--- config.mk ---
export PLATFORM = sky130hd
export DESIGN_NAME = ep_rsp_ctrl
export DESIGN_NICKNAME = d
export VERILOG_FILES = /design/src/rtl/ep_rsp_pkg.sv /design/src/rtl/ep_rsp_decide.sv /design/src/rtl/ep_rsp_ctlreg.sv /design/src/rtl/ep_rsp_w1c.sv /design/src/rtl/ep_rsp_ctrl.sv
export SDC_FILE = /design/constraint.sdc
export NUM_CORES = 1
export LEC_CHECK = 0
export BUFFER_PORTS_ARGS = -buffer_cell sky130_fd_sc_hd__buf_4
export CAP_MARGIN = 15
export CORE_ASPECT_RATIO = 0.75
export CORE_MARGIN = 1
export CORE_UTILIZATION = 40
export DETAILED_ROUTE_END_ITERATION = 16
export MAX_ROUTING_LAYER = met4
export PLACE_DENSITY_LB_ADDON = 0.2
export SKIP_CTS_REPAIR_TIMING = 1
export SLEW_MARGIN = 10
export SYNTH_ARGS = -nofsm -noshare
export SYNTH_HDL_FRONTEND = slang
export SYNTH_SLANG_ARGS = --single-unit
--- constraint.sdc ---
create_clock -name clk -period 1.5 [get_ports clk]
set_input_delay 0 -clock clk [delete_from_list [all_inputs] [get_ports clk]]
set_output_delay 0 -clock clk [all_outputs]
set_load 0.01 [all_outputs]
--- src/rtl/ep_rsp_pkg.sv ---
package ep_rsp_pkg;
  localparam int CTL_W  = 8;
  localparam int STAT_W = 6;

  // control word bit positions
  localparam int C_HALT = 0;
  localparam int C_TOG  = 1;
  localparam int C_NMOD = 2;
  localparam int C_HOLD = 3;
  localparam int C_INTR = 4;
  localparam int C_AUTO = 5;
  localparam int C_HIDE = 6;
  localparam int C_NLAT = 7;

  // status bit positions
  localparam int S_TMO   = 0;
  localparam int S_OACK  = 1;
  localparam int S_ONAK  = 2;
  localparam int S_IACK  = 3;
  localparam int S_INAK  = 4;
  localparam int S_STALL = 5;

  localparam logic [CTL_W-1:0] CTL_RESET = 8'h20;

  typedef enum logic [1:0] {TK_SETUP = 2'd0, TK_OUT = 2'd1, TK_IN = 2'd2, TK_BAD = 2'd3} tok_kind_e;
  typedef enum logic [2:0] {
    HS_ACK = 3'd0, HS_NAK = 3'd1, HS_STALL = 3'd2,
    HS_ZLP = 3'd3, HS_DATA = 3'd4, HS_NONE = 3'd5
  } hs_e;
  typedef enum logic [1:0] {TG_KEEP = 2'd0, TG_FLIP = 2'd1, TG_ONE = 2'd2} tog_op_e;

  typedef struct packed {
    hs_e               hs;
    logic              odd;
    logic [STAT_W-1:0] stat_set;
    tog_op_e           tog;
    logic              latch_set;
    logic              hold_set;
    logic              halt_clr;
    logic              ev_rx;
    logic              ev_tx;
  } decision_t;
endpackage

--- src/rtl/ep_rsp_decide.sv ---
module ep_rsp_decide
  import ep_rsp_pkg::*;
#(
  parameter bit IS_EP0 = 1'b1
) (
  input  logic [CTL_W-1:0] ctl,
  input  tok_kind_e        kind,
  input  logic             status,
  input  logic             err,
  input  logic             short_pkt,
  input  logic             buf_full,
  input  logic             buf_commit,
  output decision_t        d
);
  logic sendable;
  logic hide;

  assign sendable = buf_commit || (ctl[C_AUTO] && buf_full);
  assign hide     = ctl[C_HIDE];

  always_comb begin
    d = '0;
    d.hs = HS_NONE;
    d.tog = TG_KEEP;
    if (kind == TK_SETUP) begin
      d.hs = HS_ACK;
      d.stat_set[S_OACK] = 1'b1;
      d.tog = TG_ONE;
      d.hold_set = IS_EP0;
      d.halt_clr = IS_EP0;
    end else if (kind == TK_BAD) begin
      d.hs = HS_NONE;
    end else if (ctl[C_HALT]) begin
      d.hs = HS_STALL;
      d.stat_set[S_STALL] = 1'b1;
    end else if (status) begin
      if (ctl[C_HOLD]) begin
        d.hs = HS_NAK;
        if (kind == TK_IN) d.stat_set[S_INAK] = 1'b1;
        else               d.stat_set[S_ONAK] = 1'b1;
      end else if (kind == TK_OUT) begin
        d.hs = HS_ACK;
        d.stat_set[S_OACK] = 1'b1;
        d.ev_rx = !hide;
      end else begin
        d.hs = HS_ZLP;
        d.odd = 1'b1;
        if (err) d.stat_set[S_TMO]  = 1'b1;
        else     d.stat_set[S_IACK] = 1'b1;
        d.ev_tx = !err && !hide;
      end
    end else if (kind == TK_IN) begin
      if (!sendable) begin
        d.hs = HS_NAK;
        d.stat_set[S_INAK] = 1'b1;
      end else begin
        d.hs = HS_DATA;
        d.odd = ctl[C_TOG];
        if (err) d.stat_set[S_TMO]  = 1'b1;
        else     d.stat_set[S_IACK] = 1'b1;
        d.ev_tx = !err;
        d.tog = (!err || ctl[C_INTR]) ? TG_FLIP : TG_KEEP;
      end
    end else begin
      if (ctl[C_NLAT] || buf_full) begin
        d.hs = HS_NAK;
        d.stat_set[S_ONAK] = 1'b1;
      end else if (err) begin
        d.hs = HS_NONE;
        d.stat_set[S_TMO] = 1'b1;
      end else begin
        d.hs = HS_ACK;
        d.stat_set[S_OACK] = 1'b1;
        d.ev_rx = 1'b1;
        d.tog = TG_FLIP;
        d.latch_set = ctl[C_NMOD] && short_pkt;
      end
    end
  end
endmodule

--- src/rtl/ep_rsp_ctlreg.sv ---
module ep_rsp_ctlreg
  import ep_rsp_pkg::*;
(
  input  logic             clk,
  input  logic             rst_n,
  input  logic             set_we,
  input  logic [CTL_W-1:0] set_bits,
  input  logic             clr_we,
  input  logic [CTL_W-1:0] clr_bits,
  input  logic             hw_en,
  input  decision_t        d,
  output logic [CTL_W-1:0] q
);
  logic [CTL_W-1:0] nxt;

  always_comb begin
    nxt = q;
    if (clr_we) nxt = nxt & ~clr_bits;
    if (set_we) nxt = nxt | set_bits;
    if (hw_en) begin
      if (d.latch_set) nxt[C_NLAT] = 1'b1;
      if (d.hold_set)  nxt[C_HOLD] = 1'b1;
      if (d.halt_clr)  nxt[C_HALT] = 1'b0;
      case (d.tog)
        TG_FLIP: nxt[C_TOG] = ~q[C_TOG];
        TG_ONE:  nxt[C_TOG] = 1'b1;
        default: ;
      endcase
    end
  end

  always_ff @(posedge clk) begin
    if (!rst_n) q <= CTL_RESET;
    else        q <= nxt;
  end
endmodule

--- src/rtl/ep_rsp_w1c.sv ---
module ep_rsp_w1c #(
  parameter int W = 6
) (
  input  logic         clk,
  input  logic         rst_n,
  input  logic [W-1:0] hw_set,
  input  logic         clr_we,
  input  logic [W-1:0] clr_bits,
  output logic [W-1:0] q
);
  for (genvar i = 0; i < W; i++) begin : g_bit
    always_ff @(posedge clk) begin
      if (!rst_n)                   q[i] <= 1'b0;
      else if (hw_set[i])           q[i] <= 1'b1;
      else if (clr_we && clr_bits[i]) q[i] <= 1'b0;
    end
  end
endmodule

--- src/rtl/ep_rsp_ctrl.sv ---
module ep_rsp_ctrl
  import ep_rsp_pkg::*;
#(
  parameter bit IS_EP0 = 1'b1
) (
  input  logic              clk,
  input  logic              rst_n,
  input  logic              ctl_set_we,
  input  logic [7:0]        ctl_set_bits,
  input  logic              ctl_clr_we,
  input  logic [7:0]        ctl_clr_bits,
  output logic [7:0]        ctl_q,
  input  logic              stat_clr_we,
  input  logic [5:0]        stat_clr_bits,
  output logic [5:0]        stat_q,
  input  logic              tok_valid,
  output logic              tok_ready,
  input  logic [1:0]        tok_kind,
  input  logic              tok_status,
  input  logic              tok_err,
  input  logic              tok_short,
  input  logic              buf_full,
  input  logic              buf_commit,
  output logic              rsp_valid,
  input  logic              rsp_ready,
  output logic [2:0]        rsp_hs,
  output logic              rsp_data_odd,
  output logic              ev_rx,
  output logic              ev_tx
);
  decision_t         dec;
  logic              acc;
  logic [STAT_W-1:0] stat_hw;

  assign tok_ready = !rsp_valid || rsp_ready;
  assign acc       = tok_valid && tok_ready;
  assign stat_hw   = acc ? dec.stat_set : '0;

  ep_rsp_decide #(.IS_EP0(IS_EP0)) u_dec (
    .ctl(ctl_q), .kind(tok_kind_e'(tok_kind)), .status(tok_status),
    .err(tok_err), .short_pkt(tok_short), .buf_full(buf_full),
    .buf_commit(buf_commit), .d(dec)
  );

  ep_rsp_ctlreg u_ctl (
    .clk(clk), .rst_n(rst_n), .set_we(ctl_set_we), .set_bits(ctl_set_bits),
    .clr_we(ctl_clr_we), .clr_bits(ctl_clr_bits), .hw_en(acc), .d(dec), .q(ctl_q)
  );

  ep_rsp_w1c #(.W(STAT_W)) u_stat (
    .clk(clk), .rst_n(rst_n), .hw_set(stat_hw), .clr_we(stat_clr_we),
    .clr_bits(stat_clr_bits), .q(stat_q)
  );

  always_ff @(posedge clk) begin
    if (!rst_n) begin
      rsp_valid    <= 1'b0;
      rsp_hs       <= HS_NONE;
      rsp_data_odd <= 1'b0;
      ev_rx        <= 1'b0;
      ev_tx        <= 1'b0;
    end else begin
      ev_rx <= acc && dec.ev_rx;
      ev_tx <= acc && dec.ev_tx;
      if (acc) begin
        rsp_valid    <= 1'b1;
        rsp_hs       <= dec.hs;
        rsp_data_odd <= dec.odd;
      end else if (rsp_ready) begin
        rsp_valid <= 1'b0;
      end
    end
  end
endmodule

==> metrics.md <==
| Metric | Value |
|---|---|
| Run status | finished with violations |
| Failing checks | negative hold slack |
| Post-layout nets | 225 |
| Worst vdd ir | between 0.5 and 0.6 mV |
| Compound-cell area share of the yosys netlist | ~22% |
| Data arrival time at the worst-slack endpoint | 1610 ps |
| Total net switching power | about 0.00037 W |
| Total via count after detailed routing | approximately 1200 |
| Starting density of the core | 42.32% |
| Netlist area before placement | approximately 0.0011 mm² |
| Simple-gate share of the synthesized area | between 20% and 30% |
| Parity-gate share of the synthesized area counting xor and xnor cells | 2.480% |
| Synth warnings | 0 |
| Worst path max stage delay | about 500 ps |
| Number of global-route vias before repair | just over 1000 |
| Avg Synthesized Cell Area | between 8 and 9 µm² |
| Top achievable clock speed | 0.7051 GHz |
| Number of H-tree branching levels | 1 |
| Starting DRC count in detailed routing | 51 |
| Number of rows in the core area | 16 |
| Final standard cell utilization of the core | between 60 and 70% |
| Leading cell type in the layout, fill and taps excluded | sky130_fd_sc_hd__buf_4 |
| Layout Skew | approximately 2.2 ps |
| Routed vias/inst | between 5 and 6 |
| Cell family with the largest share of critical-path delay | simple AND/OR/NAND/NOR gates |
| Sequential cell area | about 420 µm² |
| Share of total power consumed by net switching | between 20 and 30% |
| Die Width | 62.82 µm |
| Max FO, Critical Path | 5 |
| Max-slew violation total from the final report | 0 |
| Cell total after placement | about 220 |
| Initial antenna violation count | 0 |
| Crit path cell chain | nor2b_4, inv_2, nand4b_4, or4_1, a21oi_1 |
| Gr ovfl total | 0 |
| Global placer's final weighted congestion | approximately 0.84 |
| Root Buffer | sky130_fd_sc_hd__clkbuf_8 |
| Combinational fraction of design power | approximately 25% |
| Worst relative slew slack | between 60% and 70% |
| Total die area | about 0.003 mm² |
| CP Class | flop to flop |
| Power per Cell Area | ~800 mW/mm² |
| Overall die height | 47.62 µm |
| Largest family of logic cells by synthesized area | simple AND/OR/NAND/NOR gates |
| Detail-routed net length per standard cell | between 10 and 15 µm |
| Synthesis-to-layout area growth | 48.37% |
| Fraction of layout instances using a drive strength above 1 | approximately two fifths |
| Fraction of registers with async set/reset | 0% |
| Multi-input gate area | roughly 650 µm² |
| Post-synthesis cell count | around 130 |
| Final period demand of the worst path | around 1400 ps |
| Sum of net half-perimeters after detailed placement | 2.541 mm |
| Clock tree from TritonCTS | built |
| Number of antenna cells inserted | 0 |
| Number of non-filler instances in the completed layout | ~220 |
| Clock tree sinks | 21 |
| Category of the worst setup path launch point | flop |
| # Max-Cap Violations | 0 |
| Total track usage | a little under a quarter |
| Residual DRC | 0 |
| Share of the synthesized area in the top cell type | a little under two fifths |
| Unrepaired setup endpoints after global routing | no |
| Skew-Pair Late Insertion Delay | 260 ps |
| Flip-flop cell with the highest count after synthesis | sky130_fd_sc_hd__dfxtp_1 |
| Distinct cell type count of the synthesized netlist | between 40 and 50 |
| Actual transition at the worst max-transition pin | 507.2 ps |
| Wire length of the first global-routing pass | 4.926 mm |
| Number of hold violations in the final report | 1 |
| Register bit count reported by yosys | 21 |
| Boundary Pins | 58 |
| Clock transition at the register clock pins on the worst setup and hold paths after CTS | ~80 ps |
| Summed negative setup slack over all endpoints | 0 ps |
| Clk pwr share | about 29% |
| Core area | approximately 0.0026 mm² |
| Net Count, Synth | 167 |
| Critical path buffers and inverters | 1 |
| Number of iterations in the first detailed-routing pass | 4 |
| Sequential-to-total area share from yosys stat | 37.88% |
| Number of port buffers | 57 |
| Final worst hold slack | -13.19 ps |
| Number of enable-type register cells in the synthesized netlist | 0 |
| Leading area contributor after synthesis | sky130_fd_sc_hd__dfxtp_1 |
| Fraction of power consumed by sequential logic | a little under half |
| Internal | approximately 0.00095 W |
| Most used cells in the layout excluding fill and tap cells | 60 x sky130_fd_sc_hd__buf_4, 21 x sky130_fd_sc_hd__nand2_1, 21 x sky130_fd_sc_hd__dfxtp_1 |
| Largest net degree at the start of global routing | 15 |
| TritonCTS buffer count | 3 |
| Type of the most critical hold path | input pin to flop |
| Total routed wirelength | around 3.3 mm |
| Leakage power of the design | approximately 0.72 nW |
| CP max stage cell | sky130_fd_sc_hd__or4_1 |
| Data required time at the worst endpoint | about 1700 ps |
| Final setup fails | 0 |
| Crit share post-route | 94.55% |
| Share of synthesized cell area in full adder, half adder and majority cells | 0% |
| Multiplexer share of the synthesized area | under 10% |
| Kind of end point of the critical path | flop |
| Maximum count of clock buffers along a single path | 2 |
| Number of nets with antenna violations after detailed routing | 0 |
| Biggest area contributors in the synthesized netlist | sky130_fd_sc_hd__dfxtp_1 38%, sky130_fd_sc_hd__nand2_1 7.4%, sky130_fd_sc_hd__a22oi_1 4.1% |
| Fillers | around 240 |
==> cells in the mapped netlist, drive strengths merged (3+ instances only) <==
cell / number
inv: 4
nand2: 22
dfxtp: 21
o21ai: 3
a21boi: 3
nor2: 8
clkbuf: 6
buf: 3
nor3: 6
or3: 3
a21oi: 7
a22oi: 6
nor2b: 3
nand2b: 4
==> final timing paths <==
| check | cells past startpoint | end | slack, ps | start |
|---|---|---|---|---|
| worst max-delay path | 5 | u_stat.q[2] | 80 | rsp_valid |
| worst min-delay path | 3 | u_ctl.q[6] | -10 | ctl_set_bits[6] |
| worst max register to register | 5 | u_stat.q[2] | 80 | rsp_valid |
| worst min register to register | 2 | rsp_hs[1] | 460 | rsp_hs[1] |
==> per-layer routing <==
metal  GRT usage (%)  up-vias  wire [µm]
met5               -        -          0
met4           4.651        0          5
met3           5.952        2        226
met2           36.74       39       1562
met1           28.79      546       1536
li1                -      593          -
==> power by group through the flow <==
stage	Sequential (W)	Clock [W]	Combinational, W
2_1_floorplan	0.000631	0	0.000148
3_3_place_gp	0.000619	0	0.000314
3_5_place_dp	0.000621	0	0.000317
4_1_cts	0.000608	0.000385	0.000318
5_1_grt	0.000612	0.000412	0.000357
6_report	0.000608	0.000385	0.000328
==> layout make-up <==
type / instances / area share [%]
inverters: 4 / 0.9119
well taps: 36 / 2.736
clock buffers: 4 / 2.736
multi-input cells: 97 / 39.51
repair buffers: 62 / 28.57
flip-flops and latches: 21 / 25.53
==> per-stage QoR <==
step | hold slack, ps | power [W] | setup WS (ps) | area (µm²)
floorplan | 116.0 | 0.0007786 | 6.859 | 1116
global placement | 240.6 | 0.0009324 | 38.81 | 1564
detailed placement | 236.9 | 0.0009381 | 38.20 | 1564
CTS | -32.33 | 0.001311 | 15.49 | 1609
finish | -13.19 | 0.001321 | 81.71 | 1647
global route | 23.31 | 0.001381 | 5.668 | 1647
==> registers in the layout (all words and copies together) (netlist names) <==
| name | flops |
|---|---|
| u_stat.q | 6 |
| u_ctl.q | 8 |
| rsp_hs | 3 |
| ev_tx | 1 |
| rsp_data_odd | 1 |
| ev_rx | 1 |
| rsp_valid | 1 |
==> worst min-delay path, cell delays in order <==
cell and delay (ps):
sky130_fd_sc_hd__buf_4 80, sky130_fd_sc_hd__a22oi_1 60, sky130_fd_sc_hd__nor2_1 80
==> kinds of logic (layout without fill, tap and decap cells) <==
group                  count (synthesis)  in the layout
flip-flops                            21             21
AND/OR/NAND/NOR                       60             60
XOR/XNOR                               1              1
multiplexers                           3              3
buffers and inverters                 13             70
AO/OA/AOI/OAI                         33             33
(Power assumes the default switching activity.)
